## config.mk

```make
export PLATFORM = sky130hd
export DESIGN_NAME = gpio_port_regs
export DESIGN_NICKNAME = d
export VERILOG_FILES = /design/src/rtl/gpio_port_pkg.sv /design/src/rtl/gpio_pin_sync.sv /design/src/rtl/gpio_port_store.sv /design/src/rtl/gpio_read_mux.sv /design/src/rtl/gpio_port_regs.sv
export SDC_FILE = /design/constraint.sdc
export NUM_CORES = 1
export LEC_CHECK = 0
export ABC_CLOCK_PERIOD_IN_PS = 1400
export BUFFER_PORTS_ARGS = -buffer_cell sky130_fd_sc_hd__buf_2
export CAP_MARGIN = 20
export CORE_MARGIN = 10
export CORE_UTILIZATION = 45
export DETAILED_ROUTE_END_ITERATION = 6
export PLACE_DENSITY = 0.79
export SYNTH_ARGS = -nofsm -noshare
export SYNTH_HDL_FRONTEND = slang
export SYNTH_HIERARCHICAL = 1
export SYNTH_SLANG_ARGS = --single-unit
```

## constraint.sdc

```tcl
create_clock -name clk -period 1.4 [get_ports clk]
set_input_delay 0 -clock clk [delete_from_list [all_inputs] [get_ports clk]]
set_output_delay 0 -clock clk [all_outputs]
set_load 0.01 [all_outputs]
```

## src/rtl/gpio_port_pkg.sv

```systemverilog
package gpio_port_pkg;

  localparam int BUS_ADDR_W = 2;

  typedef enum logic [BUS_ADDR_W-1:0] {
    SEL_DATA = 2'd0,
    SEL_DIR  = 2'd1,
    SEL_PINS = 2'd2,
    SEL_NONE = 2'd3
  } gpio_sel_e;

endpackage

```

## src/rtl/gpio_pin_sync.sv

```systemverilog
module gpio_pin_sync #(
  parameter int WIDTH  = 8,
  parameter int STAGES = 2
) (
  input  logic             clk,
  input  logic [WIDTH-1:0] raw_in,
  output logic [WIDTH-1:0] sync_out
);

  logic [WIDTH-1:0] chain [STAGES];

  always_ff @(posedge clk) chain[0] <= raw_in;

  generate
    for (genvar s = 1; s < STAGES; s++) begin : g_stage
      always_ff @(posedge clk) chain[s] <= chain[s-1];
    end
  endgenerate

  assign sync_out = chain[STAGES-1];

endmodule

```

## src/rtl/gpio_port_store.sv

```systemverilog
module gpio_port_store #(
  parameter int               WIDTH          = 8,
  parameter logic [WIDTH-1:0] RSVD_MASK      = '0,
  parameter logic [WIDTH-1:0] PIN_RESET_MASK = '0
) (
  input  logic             clk,
  input  logic             rst_n,
  input  logic             wr_data_en,
  input  logic             wr_dir_en,
  input  logic [WIDTH-1:0] wdata,
  input  logic [WIDTH-1:0] pin_sync,
  output logic [WIDTH-1:0] data_q,
  output logic [WIDTH-1:0] dir_q
);

  localparam logic [WIDTH-1:0] IMPL_MASK = ~RSVD_MASK;
  localparam logic [WIDTH-1:0] LOAD_MASK = PIN_RESET_MASK & IMPL_MASK;

  function automatic logic [WIDTH-1:0] keep_impl(input logic [WIDTH-1:0] v);
    return v & IMPL_MASK;
  endfunction

  function automatic logic [WIDTH-1:0] reset_image(input logic [WIDTH-1:0] pins);
    return pins & LOAD_MASK;
  endfunction

  always_ff @(posedge clk) begin
    if (!rst_n)          data_q <= reset_image(pin_sync);
    else if (wr_data_en) data_q <= keep_impl(wdata);
  end

  always_ff @(posedge clk) begin
    if (!rst_n)         dir_q <= '0;
    else if (wr_dir_en) dir_q <= keep_impl(wdata);
  end

  AST_RSVD_HELD: assert property (@(posedge clk) disable iff (!rst_n)
    ((data_q | dir_q) & RSVD_MASK) == '0) else $error("reserved bit set");

  AST_DIR_RESET: assert property (@(posedge clk)
    !rst_n |=> dir_q == '0) else $error("direction not cleared");

  AST_RESET_LOAD_ONLY: assert property (@(posedge clk)
    !rst_n |=> (data_q & ~LOAD_MASK) == '0) else $error("data reset value");

  AST_DIR_WRITE: assert property (@(posedge clk) disable iff (!rst_n)
    wr_dir_en |=> dir_q == ($past(wdata) & IMPL_MASK)) else $error("dir write");

endmodule

```

## src/rtl/gpio_read_mux.sv

```systemverilog
module gpio_read_mux
  import gpio_port_pkg::*;
#(
  parameter int               WIDTH     = 8,
  parameter logic [WIDTH-1:0] RSVD_MASK = '0
) (
  input  logic             mode_sel,
  input  gpio_sel_e        sel,
  input  logic [WIDTH-1:0] data_q,
  input  logic [WIDTH-1:0] dir_q,
  input  logic [WIDTH-1:0] pin_sync,
  output logic [WIDTH-1:0] rdata
);

  localparam logic [WIDTH-1:0] IMPL_MASK = ~RSVD_MASK;

  function automatic logic [WIDTH-1:0] blend(input logic [WIDTH-1:0] stored,
                                             input logic [WIDTH-1:0] pins,
                                             input logic [WIDTH-1:0] drives);
    return (stored & drives) | (pins & ~drives);
  endfunction

  logic [WIDTH-1:0] data_view;
  logic [WIDTH-1:0] pin_view;

  assign data_view = mode_sel ? data_q : blend(data_q, pin_sync, dir_q);
  assign pin_view  = mode_sel ? pin_sync : '0;

  always_comb begin
    unique case (sel)
      SEL_DATA: rdata = data_view & IMPL_MASK;
      SEL_DIR:  rdata = dir_q & IMPL_MASK;
      SEL_PINS: rdata = pin_view & IMPL_MASK;
      default:  rdata = '0;
    endcase
  end

  always_comb begin
    AST_RSVD_READ_ZERO: assert ((rdata & RSVD_MASK) == '0) else $error("reserved read");
  end

endmodule

```

## src/rtl/gpio_port_regs.sv

```systemverilog
module gpio_port_regs
  import gpio_port_pkg::*;
#(
  parameter int               WIDTH          = 8,
  parameter int               SYNC_STAGES    = 2,
  parameter logic [WIDTH-1:0] RSVD_MASK      = 8'h80,
  parameter logic [WIDTH-1:0] PIN_RESET_MASK = 8'h40
) (
  input  logic                  clk,
  input  logic                  rst_n,
  input  logic                  mode_sel,
  input  logic [BUS_ADDR_W-1:0] bus_addr,
  input  logic                  bus_we,
  input  logic [WIDTH-1:0]      bus_wdata,
  output logic [WIDTH-1:0]      bus_rdata,
  input  logic [WIDTH-1:0]      pin_in,
  output logic [WIDTH-1:0]      port_out,
  output logic [WIDTH-1:0]      port_oe
);

  gpio_sel_e        sel;
  logic             wr_data_en;
  logic             wr_dir_en;
  logic             wr_pins_hit;
  logic [WIDTH-1:0] pin_sync;
  logic [WIDTH-1:0] data_q;
  logic [WIDTH-1:0] dir_q;

  assign sel         = gpio_sel_e'(bus_addr);
  assign wr_data_en  = bus_we && (sel == SEL_DATA);
  assign wr_dir_en   = bus_we && (sel == SEL_DIR);
  assign wr_pins_hit = bus_we && (sel == SEL_PINS);

  gpio_pin_sync #(.WIDTH(WIDTH), .STAGES(SYNC_STAGES)) u_sync (
    .clk      (clk),
    .raw_in   (pin_in),
    .sync_out (pin_sync)
  );

  gpio_port_store #(
    .WIDTH(WIDTH), .RSVD_MASK(RSVD_MASK), .PIN_RESET_MASK(PIN_RESET_MASK)
  ) u_store (
    .clk        (clk),
    .rst_n      (rst_n),
    .wr_data_en (wr_data_en),
    .wr_dir_en  (wr_dir_en),
    .wdata      (bus_wdata),
    .pin_sync   (pin_sync),
    .data_q     (data_q),
    .dir_q      (dir_q)
  );

  gpio_read_mux #(.WIDTH(WIDTH), .RSVD_MASK(RSVD_MASK)) u_rmux (
    .mode_sel (mode_sel),
    .sel      (sel),
    .data_q   (data_q),
    .dir_q    (dir_q),
    .pin_sync (pin_sync),
    .rdata    (bus_rdata)
  );

  assign port_out = data_q;
  assign port_oe  = dir_q;

  AST_DATA_WRITE: assert property (@(posedge clk) disable iff (!rst_n)
    wr_data_en |=> port_out == ($past(bus_wdata) & ~RSVD_MASK)) else $error("data write");

  AST_LEGACY_DRIVEN_BITS: assert property (@(posedge clk) disable iff (!rst_n)
    (!mode_sel && sel == SEL_DATA) |-> ((bus_rdata ^ port_out) & port_oe) == '0)
    else $error("legacy mix");

  AST_NEW_MODE_DATA: assert property (@(posedge clk) disable iff (!rst_n)
    (mode_sel && sel == SEL_DATA) |-> bus_rdata == port_out) else $error("new mode data");

  AST_LEGACY_PIN_ZERO: assert property (@(posedge clk) disable iff (!rst_n)
    (!mode_sel && sel == SEL_PINS) |-> bus_rdata == '0) else $error("pin view in legacy");

  AST_PIN_WRITE_IGNORED: assert property (@(posedge clk) disable iff (!rst_n)
    wr_pins_hit |=> $stable(port_out) && $stable(port_oe)) else $error("pin write had effect");

  AST_UNUSED_ZERO: assert property (@(posedge clk) disable iff (!rst_n)
    (sel == SEL_NONE) |-> bus_rdata == '0) else $error("unused address");

endmodule

```

==> results.json <==
{
  "drive_gt1_share_pct": 38.3,
  "dr.pass1.iters": 4,
  "hold_class": "primary input to flop",
  "grt_max_degree": 18,
  "cts_made_buffers": 3,
  "ant_nets": 0,
  "clk-insertion-delay-late_ns": 0.33,
  "maxCapViolations": 0,
  "whs_ns": 0.0197,
  "final_area_um2": 1600,
  "die_w_um": 72.8,
  "start_util_pct": 46.3,
  "skew_ns": 0.00284,
  "grt_pass1_wl_um": 4930,
  "wl_per_cell_um": 15.1,
  "placed_area_um2": 1400,
  "die_h_um": 72.8,
  "first_global_vias": 1083,
  "worstPathRequired_ns": 1.40,
  "power.density_nw_per_um2": 966,
  "slew_violations": 0,
  "vias_per_cell": 5.21,
  "dp_hpwl_um": 2200,
  "end_kind": "primary output",
  "setup-violations-final": 0,
  "clockBufferDepth": 2,
  "status": "complete, no violations",
  "rsz0062_at_grt": "yes",
  "crit_family": "flip-flops",
  "critPathLaunchType": "flop",
  "critical_path_class": "flop to primary output",
  "drc": 0,
  "layout_common_cells": "buf_2, dfxtp_1, dlygate4sd3_1, mux2i_1, nor2b_1",
  "rows": 19,
  "power.total_uw": 1540,
  "wl_um": 2920,
  "cts_sinks": 28,
  "ir_worst_vdd_v": 0.000667,
  "dr.first_iter.drc_count": 37,
  "fmax_mhz": 727,
  "io_buffers": 40,
  "synthCells": 116,
  "syn_area_um2": 1250,
  "min_period_over_period_pct": 98.2,
  "antenna_found_initial": 0,
  "io_pins": 46,
  "cts.htree.levels": 1,
  "ff2ff_path_depth": 2,
  "cp_slowest_stage_delay_ns": 0.41,
  "nets": 185,
  "clk_pin_slew_worst_paths_ns": 0.15,
  "area_delta_synth_final_pct": 27.3,
  "layout.cells.most_common": "buf_2",
  "grt_overflow": 0,
  "period_minus_slack_ns": 1.38,
  "cp_num_cells": 4,
  "worst_path_max_delay_cell": "edfxtp_1",
  "cts_tree": "built",
  "fill_cells": 226,
  "ff_latch_area_um2": 578,
  "p_leak_uw": 0.000696,
  "hold_viol": 0,
  "crit_fanout": 2,
  "cp_cell_sequence": "mux2_4 -> a32oi_1 -> o21ai_1 -> buf_2",
  "dieArea_um2": 5300,
  "cp_num_buf_inv": 1,
  "multiInputGateArea_um2": 541,
  "min_path_cells": 2,
  "n_antenna_cell": 0,
  "arrival_ns": 1.38,
  "vias": 1006,
  "gp_congestion": 0.707,
  "yosys_warnings": 6,
  "coreArea_um2": 2710,
  "track_usage_pct": 11.4,
  "clockRootBuffer": "clkbuf_4",
  "synth_area_per_cell_um2": 10.8
}
timing repair:
action                     4_1_cts  5_1_grt
buffers inserted                 1        0
cloned                           0        0
hold buffers                    14        0
gates resized for setup          0        6
hold endpoints to repair        20        0
setup endpoints to repair        1        7
sequential cells by signal, summed over array words and instances (netlist names):
signal and cells:
u_store/dir_q 7, u_store/data_q 7, u_sync/chain 14
power by group:
part	internal (uW)	total [uW]	switching, uW	leakage, uW
combinational	125	236	111	0.000433
sequential	839	861	21.1	0.000237
clock	218	447	229	0.0000261
path summary, 6_finish.rpt:
kind                               startpoint                            end  slack [ns]
setup / recovery  u_store/data_q[6]$_DFFE_PP_                   bus_rdata[6]        0.02
hold / removal                          rst_n  u_store/dir_q[3]$_SDFFE_PN0P_        0.02
setup reg to reg  u_sync/chain[0][14]$_DFF_P_    u_store/data_q[6]$_DFFE_PP_        0.64
hold reg to reg    u_sync/chain[0][5]$_DFF_P_    u_sync/chain[0][13]$_DFF_P_        0.34
per-stage QoR:
| stage | instances | worst slack [ns] | setup TNS, ns | util, % |
|---|---|---|---|---|
| floorplan | 117 | 0.441 | 0 | - |
| global placement | 174 | 0.192 | 0 | 51.5 |
| detailed placement | 174 | 0.143 | 0 | 51.5 |
| CTS | 193 | 0.00166 | 0 | 58.7 |
| global route | 193 | -0.0848 | -0.208 | 59.0 |
| finish | 193 | 0.0247 | 0 | 59.0 |
metal layers:
layer | vias to the layer above | wire length (um) | GRT usage, %
met2 | 38 | 1370 | 19.4
met5 | - | 0 | 0
li1 | 487 | - | -
met3 | 4 | 333 | 5.44
met1 | 477 | 1180 | 11.6
met4 | 0 | 28 | 4.85
cell type report:
class	count	share of cell area (%)
clock buffers	4	2.98
inverters	8	1.88
multi-input cells	65	33.8
flip-flops and latches	28	36.2
well taps	31	2.43
repair buffers	57	22.7
Power figures use the tool's default switching activity.
